File: config.mk
export PLATFORM = sky130hd
export DESIGN_NAME = bypass_slot_queue
export DESIGN_NICKNAME = d
export VERILOG_FILES = /design/src/rtl/bsq_pkg.sv /design/src/rtl/bsq_slot_ctl.sv /design/src/rtl/bsq_word_reg.sv /design/src/rtl/bypass_slot_queue.sv
export SDC_FILE = /design/constraint.sdc
export NUM_CORES = 1
export LEC_CHECK = 0
export BUFFER_PORTS_ARGS = -buffer_cell sky130_fd_sc_hd__buf_4
export CAP_MARGIN = 5
export CORE_UTILIZATION = 44
export CTS_CLUSTER_SIZE = 30
export DETAILED_ROUTE_END_ITERATION = 10
export PLACE_DENSITY = 0.77
export REMOVE_ABC_BUFFERS = 1
export SLEW_MARGIN = 20
export SYNTH_ARGS = -nofsm -noshare
export SYNTH_HDL_FRONTEND = slang
export SYNTH_HIERARCHICAL = 1
export SYNTH_SLANG_ARGS = --single-unit
export TNS_END_PERCENT = 20
File: constraint.sdc
create_clock -name clk -period 2.56 [get_ports clk]
set_clock_uncertainty 0.15 [all_clocks]
set_input_delay 0.512 -clock clk [delete_from_list [all_inputs] [get_ports clk]]
set_output_delay 0.512 -clock clk [all_outputs]
set_load 0.05 [all_outputs]
File: src/rtl/bsq_pkg.sv
package bsq_pkg;
    typedef enum logic {
        SLOT_EMPTY = 1'b0,
        SLOT_FULL  = 1'b1
    } slot_state_e;
endpackage

File: src/rtl/bsq_slot_ctl.sv
module bsq_slot_ctl
    import bsq_pkg::*;
(
    input  logic clk,
    input  logic rst,
    input  logic clr,
    input  logic wr_fire,
    input  logic rd_fire,
    output logic slot_full,
    output logic store_en
);
    slot_state_e state_q;
    slot_state_e state_d;

    // Next-state logic: the write is applied first, then the read, then the clear.
    always_comb begin
        state_d  = state_q;
        store_en = 1'b0;
        unique case (state_q)
            SLOT_EMPTY: begin
                if (wr_fire && !rd_fire && !clr) begin
                    state_d  = SLOT_FULL;   // STORE
                    store_en = 1'b1;
                end
            end
            SLOT_FULL: begin
                if (rd_fire || clr) begin
                    state_d = SLOT_EMPTY;   // DRAIN
                end
            end
            default: state_d = SLOT_EMPTY;
        endcase
    end

    always_ff @(posedge clk) begin
        if (rst) begin
            state_q <= SLOT_EMPTY;
        end else begin
            state_q <= state_d;
        end
    end

    always_comb begin
        slot_full = (state_q == SLOT_FULL);
    end

    AST_CLEAR_EMPTIES: assert property (@(posedge clk) disable iff (rst)
        clr |=> !slot_full);

    AST_READ_DRAINS: assert property (@(posedge clk) disable iff (rst)
        (slot_full && rd_fire) |=> !slot_full);
endmodule

File: src/rtl/bsq_word_reg.sv
module bsq_word_reg #(
    parameter int WIDTH = 16
) (
    input  logic             clk,
    input  logic             load,
    input  logic [WIDTH-1:0] din,
    output logic [WIDTH-1:0] dout
);
    logic [WIDTH-1:0] word_q;

    always_ff @(posedge clk) begin
        if (load) begin
            word_q <= din;
        end
    end

    always_comb begin
        dout = word_q;
    end
endmodule

File: src/rtl/bypass_slot_queue.sv
module bypass_slot_queue #(
    parameter int WIDTH = 16
) (
    input  logic             clk,
    input  logic             rst,
    input  logic             clr,
    input  logic             in_valid,
    input  logic [WIDTH-1:0] in_data,
    output logic             in_ready,
    output logic             out_valid,
    output logic [WIDTH-1:0] out_data,
    input  logic             out_ready
);
    logic             slot_full;
    logic             store_en;
    logic             wr_fire;
    logic             rd_fire;
    logic [WIDTH-1:0] held_word;

    always_comb begin
        in_ready  = !slot_full;
        wr_fire   = in_valid && in_ready;
        out_valid = slot_full || in_valid;
        out_data  = slot_full ? held_word : in_data;
        rd_fire   = out_valid && out_ready;
    end

    bsq_slot_ctl u_ctl (
        .clk      (clk),
        .rst      (rst),
        .clr      (clr),
        .wr_fire  (wr_fire),
        .rd_fire  (rd_fire),
        .slot_full(slot_full),
        .store_en (store_en)
    );

    bsq_word_reg #(.WIDTH(WIDTH)) u_word (
        .clk (clk),
        .load(store_en),
        .din (in_data),
        .dout(held_word)
    );

    AST_PASS_STAYS_EMPTY: assert property (@(posedge clk) disable iff (rst)
        (in_ready && in_valid && out_ready) |=> in_ready);

    AST_STALL_HOLDS: assert property (@(posedge clk) disable iff (rst)
        (out_valid && !out_ready && !clr) |=> (out_valid && out_data == $past(out_data)));

    AST_FULL_PRESENTS: assert property (@(posedge clk) disable iff (rst)
        !in_ready |-> out_valid);

    AST_NO_OVERFLOW: assert property (@(posedge clk) disable iff (rst)
        (!in_ready && in_valid && !out_ready && !clr) |=> (!in_ready && $stable(out_data)));
endmodule

### Word-level counts from Yosys, hierarchy flattened

Index checks and enable logic that the tools add are counted.

| word-level totals | value |
|---|---|
| register bits | 17 |
| latch bits | 0 |
| bits in writable memories | 0 |
| memory bits (read-only) | 0 |
| input port bits | 21 |
| output and inout bits | 18 |
| word-level logic and storage cells | 17 |
| memories | 0 |

| operators by class | value |
|---|---|
| add/sub/neg operators | 0 |
| multiply operators | 0 |
| div/mod/pow operators | 0 |
| order comparisons | 0 |
| eq/ne operators | 0 |
| shift operators | 0 |
| muxes and demuxes | 5 |
| bitwise logic cells | 1 |
| reductions and logical operators | 9 |

Operator list:

| operator | number |
|---|---|
| 16-bit 2-to-1 mux | 1 |
| 1-bit logical AND | 4 |
| 1-bit logical NOT | 3 |
| 1-bit 2-to-1 mux | 3 |
| 1-bit logical OR | 2 |
| 1-bit case mux with 2 select lines | 1 |
| 1-bit NOT | 1 |

### Depth between registers and ports, before layout

Gate-level depths: netlist of run 1.

| logic depth | value |
|---|---|
| depth after elaboration | 7 |
| mapped depth | 4 |
| depth with buffers taken out | 3 |

### Hierarchy

The synthesis of run 1 kept the hierarchy.

Modules (own cells, without submodules):

| module | times used | cells an instance | area an instance (µm²) | seq. area each (µm²) |
|---|---|---|---|---|
| bsq_word_reg | 1 | 16 | 480.5 | 480.5 |
| bypass_slot_queue | 1 | 22 | 286.5 | 0.0 |
| bsq_slot_ctl | 1 | 4 | 51.3 | 20.0 |

### Least setup slack after synthesis of run 1

OpenSTA, ideal clock, no wires.

| path | value |
|---|---|
| path type | in2reg |
| start point | input in_valid |
| end point | register u_word.word_q[0] (netlist: u_word/dout[0]), enable pin |
| arrival time | 1.751 ns |
| required time | 2.010 ns |
| slack | 0.259 ns |
| stages on the path | 2 |
| path buffers | 0 |
| cell sequence | o21a_1 -> nor4b_2 |

| on the way | value |
|---|---|
| longest elaborated chain between the ends | 7 |

Ends and longest elaborated chain:

| item | line | RTL |
|---|---|---|
| start, declared | bypass_slot_queue.sv:7 | `input logic in_valid,` |
| 1-bit logical OR | bypass_slot_queue.sv:23 | `out_valid = slot_full \|\| in_valid;` |
| 1-bit logical AND | bypass_slot_queue.sv:25 | `rd_fire = out_valid && out_ready;` |
| 1-bit logical NOT | bsq_slot_ctl.sv:21 | `if (wr_fire && !rd_fire && !clr) begin` |
| 1-bit logical AND (*) (2 in series) | bsq_slot_ctl.sv:21 |  |
| 1-bit 2-to-1 mux (*) | bsq_slot_ctl.sv:21 |  |
| 1-bit 2-to-1 mux (*) | bsq_slot_ctl.sv:19 | `unique case (state_q)` |
| net store_en | bypass_slot_queue.sv:15 | `logic store_en;` |
| end signal, assigned | bsq_word_reg.sv:13 | `word_q <= din;` |
| end, declared | bsq_word_reg.sv:9 | `logic [WIDTH-1:0] word_q;` |

Mark *: on every way through the listed nets, which the timed path passes. The rest lies on a longest branch.
A chain may end at the register's enable or synchronous reset.

### Final worst setup path of run 1

| path | value |
|---|---|
| start point | register u_ctl.state_q (netlist: u_ctl/slot_full) |
| end point | output out_data[10] |

| on the way | value |
|---|---|
| longest elaborated chain between the ends | 1 |

Ends and longest elaborated chain:

| item | line | RTL |
|---|---|---|
| start, declared | bsq_slot_ctl.sv:12 | `slot_state_e state_q;` |
| start signal, assigned | bsq_slot_ctl.sv:39 | `state_q <= state_d;` |
| 16-bit 2-to-1 mux | bypass_slot_queue.sv:24 | `out_data = slot_full ? held_word : in_data;` |
| end, declared | bypass_slot_queue.sv:11 | `output logic [WIDTH-1:0] out_data,` |

No other way between the ends.

==> out/metrics.yaml, run 1 <==
run_status:
  status: "finished clean"
grt:
  grt_pass1_wl_um: 2260
  grt_pass1_vias: 531
  grt_max_degree: 17
  antenna_found_initial: 0
  track_usage_pct: 16.1
  grt-ovfl-total: 0
clocking:
  clkTransAtPathRegs_ns: 0.10
  cts.repair.resized: 0
  numCtsBuffers: 3
  cts_tree: "built"
  cts.sinks: 17
  postCtsSetupRepairBufs: 0
  cts_root_buf: "clkbuf_4"
  insertion_delay_ns: 0.28
  clockBufferDepth: 2
  h-tree-depth: 1
  ctsHoldBuffers: 0
worst_setup_path:
  path_delay_family: "flip-flops"
  r2r_setup_slack_ns: 0.70
  critPathKind: "register to output port"
  arrival_ns: 1.62
  cp_common_cell: "buf_4"
  cp-end-kind: "output port"
  cp_max_fo: 10
  worstPathRequired_ns: 1.90
  crit_chain: "buf_4 -> mux2_4 -> buf_4"
  critPathBufInv: 2
  critPathLaunchType: "register"
  cp_slowest_cell: "dfxtp_1"
  critPathMaxStageDelay_ns: 0.54
synth:
  ys_ff_latch: 17
  netlist_instances: 42
  yosysUniqueCellTypes: 11
  synth_top_cell_area_share_pct: 58.7
  yosys_warnings: 6
  avgSynthCellArea_um2: 19.5
  synth_area_leaders: "edfxtp_1 (59%), mux2_4 (29%), buf_6 (2.8%)"
  synth_area_um2: 818
  yosysTopAreaCell: "edfxtp_1"
  seq_area_frac_synth_pct: 61.2
power_and_ir_drop:
  ir_worst_vdd_mv: 0.423
  cellLeakagePower_uw: 0.000504
  switchingPower_uw: 191
  seqPwrFrac_pct: 50.0
  clockPowerShare_pct: 21.7
  intPower_uw: 453
  pwr-share-comb_pct: 28.3
  p_per_area_mw_per_mm2: 549
  p_total_uw: 643
  sw_frac_of_total_pct: 29.7
sta:
  final.setup.tns_ns: 0
  layout_min_cycle_time_ns: 2.29
  fmax_ghz: 0.437
  fin_crit_sh_pct: 89.3
  relSlewSlack_pct: 76.6
  finalSetupViolCount: 0
  drv_slew: 0
  hold_slack_ns: 0.229
  timing.final.ws_setup_ns: 0.273
  tightest_slew_ns: 0.350
  hold_viol_final: 0
  rsz0062_at_grt: "false"
flow_run:
  drv_cap: 0
floorplanning:
  dieArea_mm2: 0.00204
  rows: 15
  start_util_pct: 47.4
  die_h_um: 45.1
  chipWidth_um: 45.1
  num_io_pins: 39
  core_mm2: 0.00173
place:
  port_buffers: 38
  dpl.hpwl_um: 1080
  gp_congestion: 0.657
  dp_slack_ns: 0.593
routing:
  vias: 520
  drt_iter0_drc: 3
  first_pass_iters: 3
  wl_per_cell_um: 12.6
  wl_um: 1390
  drc: 0
  post_drt_via_cell_ratio: 4.73
  antenna_left: 0
finish:
  layout_common_cells: "buf_4 (41), mux2_4 (16), edfxtp_1 (16)"
  multi_input_area_um2: 300
  final_core_util_pct: 67.8
  nFillCells: 135
  layout.nets: 107
  drive_gt1_share_pct: 75.3
  diodes: 0
  seqCellArea_um2: 500
  final_common_cell: "buf_4"
  area_growth_syn_to_layout_pct: 43.1
worst_hold_path:
  hp-class: "primary input to register"
[stage by stage]
step	area [µm²]	instances
CTS	1170	110
detailed placement	1140	106
floorplan	796	40
finish	1170	110
global route	1170	110
global placement	1140	106
[sequential cells by signal (all words and copies together) (netlist names)]
signal,count
u_ctl/slot_full,1
u_word/dout,16
[cell usage after synthesis]
master	n
edfxtp_1	16
o21a_1	1
dfxtp_1	1
nor2_1	1
mux2_4	16
buf_6	2
nor4b_2	1
nor4_2	1
nor2b_1	1
or2_2	1
inv_1	1
[layout make-up]
| class | instances | share of cell area [%] |
|---|---|---|
| tap | 25 | 2.67 |
| multi-input combinational | 22 | 25.6 |
| sequential | 17 | 42.7 |
| clock buffer | 3 | 1.92 |
| inverter | 1 | 0.321 |
| timing repair buffer | 41 | 26.3 |
| clock inverter | 1 | 0.427 |
[kinds of logic after synthesis]
group	synth area share, %
mux	29.4
compound gates	0.918
simple gates	5.35
buf+inv	3.21
flops	61.2
[path summary, 6_finish.rpt]
kind | startpoint | to | cells after the start
hold / removal | rst | u_ctl/slot_full | 2
hold reg to reg | u_ctl/slot_full | u_ctl/slot_full | 3
setup / recovery | u_ctl/slot_full | out_data[10] | 3
setup reg to reg | u_ctl/slot_full | u_word/dout[11] | 4
[layer usage]
| layer | track usage, % | vias to the layer above | wire length (µm) |
|---|---|---|---|
| li1 | - | 247 | - |
| met1 | 17.7 | 248 | 574 |
| met2 | 27.0 | 23 | 712 |
| met3 | 6.80 | 2 | 94 |
| met4 | 7.27 | 0 | 10 |
| met5 | 0 | - | 0 |
[power groups by stage]
stage | registers [µW] | logic [µW] | clock network [µW]
after floorplan | 331 | 116 | 0
after global placement | 327 | 181 | 0
after detailed placement | 328 | 183 | 0
after CTS | 322 | 183 | 147
after global routing | 323 | 190 | 160
final | 322 | 182 | 140
No activity file was read; power rests on OpenSTA's default activity.
==> run 2, diff against run 1 <==
- CORE_MARGIN: unset -> 5
- RECOVER_POWER: unset -> 100
==> run 2 against run 1 <==
Compared with the run above:
- die area rose by 39%
- sequential power barely moved
- core utilization fell by 6.6 points
- critical path type unchanged
- critical endpoint is now out_data[13]
- largest cell class unchanged
==> out/metrics.yaml, run 2 (synthesis results as in run 1) <==
worst_hold_path:
  hp-class: "primary input to register"
worst_setup_path:
  critPathLaunchType: "register"
  critPathKind: "register to output port"
  worstPathRequired_ns: 1.90  # about the same
  cp_max_fo: 10  # unchanged
  arrival_ns: 1.70  # +0.08 ns
  cp-end-kind: "output port"
grt:
  grtUsageMet1_pct: 13.5  # -4.1 points
  grt_busiest_layer: "met2"
  grt_max_degree: 11  # -6
  grt-ovfl-total: 0  # unchanged
  track_usage_pct: 11.4  # -4.7 points
  use_met2_pct: 18.8  # -8.2 points
  grtUsageMet3_pct: 4.51  # -2.3 points
  antenna_found_initial: 0  # unchanged
  grt_pass1_vias: 554  # +4.3%
  grt_pass1_wl_um: 2330  # +2.7%
sta:
  fmax_ghz: 0.423  # -3.2%
  layout_min_cycle_time_ns: 2.36  # +0.0748 ns
  fin_crit_sh_pct: 92.3  # +2.9 points
  relSlewSlack_pct: 59.5  # -17 points
  rsz0062_at_grt: "false"
  tightest_slew_ns: 0.610  # +0.260 ns
  drv_slew: 0  # unchanged
  hold_viol_final: 0  # unchanged
  finalSetupViolCount: 0  # unchanged
  final.setup.tns_ns: 0  # unchanged
finish:
  fin_area_mm2: 0.00107  # -8.8%
  final_cells: 111  # +0.91%
  drive_gt1_share_pct: 55.8  # -19 points
  area_growth_syn_to_layout_pct: 30.6
  diodes: 0  # unchanged
  largest_reg_flops: 16  # unchanged
  layout.nets: 108  # +0.93%
  layout_common_cells: "mux2_4 (16), edfxtp_1 (16), clkbuf_1 (15)"
floorplanning:
  num_io_pins: 39  # unchanged
  rows: 15  # unchanged
  die_h_um: 53.1  # +18%
  start_util_pct: 46.9  # -0.51 points
  core_mm2: 0.00175  # +1.1%
  dieArea_mm2: 0.00282  # +39%
  chipWidth_um: 53.1  # +18%
power_and_ir_drop:
  ir_worst_vdd_mv: 0.361  # -15%
  clockPowerShare_pct: 21.9  # +0.2 points
  intPower_uw: 434  # -4.0%
  p_per_area_mw_per_mm2: 577  # +5.0%
  pwr-share-comb_pct: 26.0  # -2.3 points
  sw_frac_of_total_pct: 29.5  # -0.16 points
  cellLeakagePower_uw: 0.000437  # -13%
  seqPwrFrac_pct: 52.1  # +2.1 points
  switchingPower_uw: 182  # -4.7%
place:
  port_buffers: 38  # unchanged
  dp.cells: 107  # +0.94%
  dpl_cell_area_mm2: 0.00115  # +0.66%
  gp_congestion: 0.680  # +3.5%
clocking:
  h-tree-depth: 1  # unchanged
  cts.sinks: 17  # unchanged
  cts_tree: "built"
  postCtsSetupRepairBufs: 0  # unchanged
  clockBufferDepth: 2  # unchanged
  insertion_delay_ns: 0.27  # about the same
  numCtsBuffers: 3  # unchanged
  cts_root_buf: "clkbuf_4"
  ctsHoldBuffers: 0  # unchanged
  cts.repair.resized: 0  # unchanged
  clkTransAtPathRegs_ns: 0.09  # about the same
flow_run:
  drv_cap: 0  # unchanged
routing:
  wl_um: 1500  # +7.5%
  first_pass_iters: 3  # unchanged
  post_drt_via_cell_ratio: 4.64  # -1.9%
  drc: 0  # unchanged
  drt_iter0_drc: 17  # +14
  wl_per_cell_um: 13.5  # +6.6%
  vias: 515  # -0.96%
  antenna_left: 0  # unchanged
run_status:
  status: "finished clean"
[run 2: power by group through the flow]
stage | sequential (µW) | combinational, µW | clock, µW
5_1_grt | 323 | 168 | 154
2_1_floorplan | 331 | 116 | 0
6_report | 321 | 160 | 135
3_3_place_gp | 327 | 183 | 0
4_1_cts | 322 | 185 | 140
3_5_place_dp | 328 | 184 | 0
[run 2: cell type report]
class	count	area, µm²
Clock buffer	4	26.3
Fill cell	158	677
Inverter	1	3.75
Multi-Input combinational cell	22	279
Sequential cell	17	500
Tap cell	25	31.3
Timing Repair Buffer	42	228
[run 2: worst max-delay path, cell delays in order, from the launching register on]
cell,delay (ns)
dfxtp_1,0.54
clkbuf_2,0.32
mux2_4,0.33
clkbuf_2,0.24
[run 2: per-layer routing]
metal / up-vias / wire, µm
met5: - / 0
met4: 0 / 7
met3: 2 / 172
met2: 25 / 686
met1: 236 / 629
li1: 252 / -
[run 2: final timing paths]
| kind | start | end | slack [ns] | depth (start not counted) |
|---|---|---|---|---|
| max | u_ctl/slot_full | out_data[13] | 0.20 | 3 |
| min | rst | u_ctl/slot_full | 0.24 | 2 |
| max reg2reg | u_ctl/slot_full | u_word/dout[6] | 0.51 | 3 |
| min reg2reg | u_ctl/slot_full | u_ctl/slot_full | 0.48 | 2 |
[run 2: per-stage QoR]
stage	total power [µW]	hold slack, ns	util, %	setup WS (ns)
after detailed placement	513	0.519	65.9	0.573
after CTS	647	0.235	67.5	0.260
after floorplan	447	0.434	-	0.0279
final	616	0.237	61.2	0.198
after global placement	510	0.507	65.9	0.611
after global routing	645	0.220	61.2	0.119
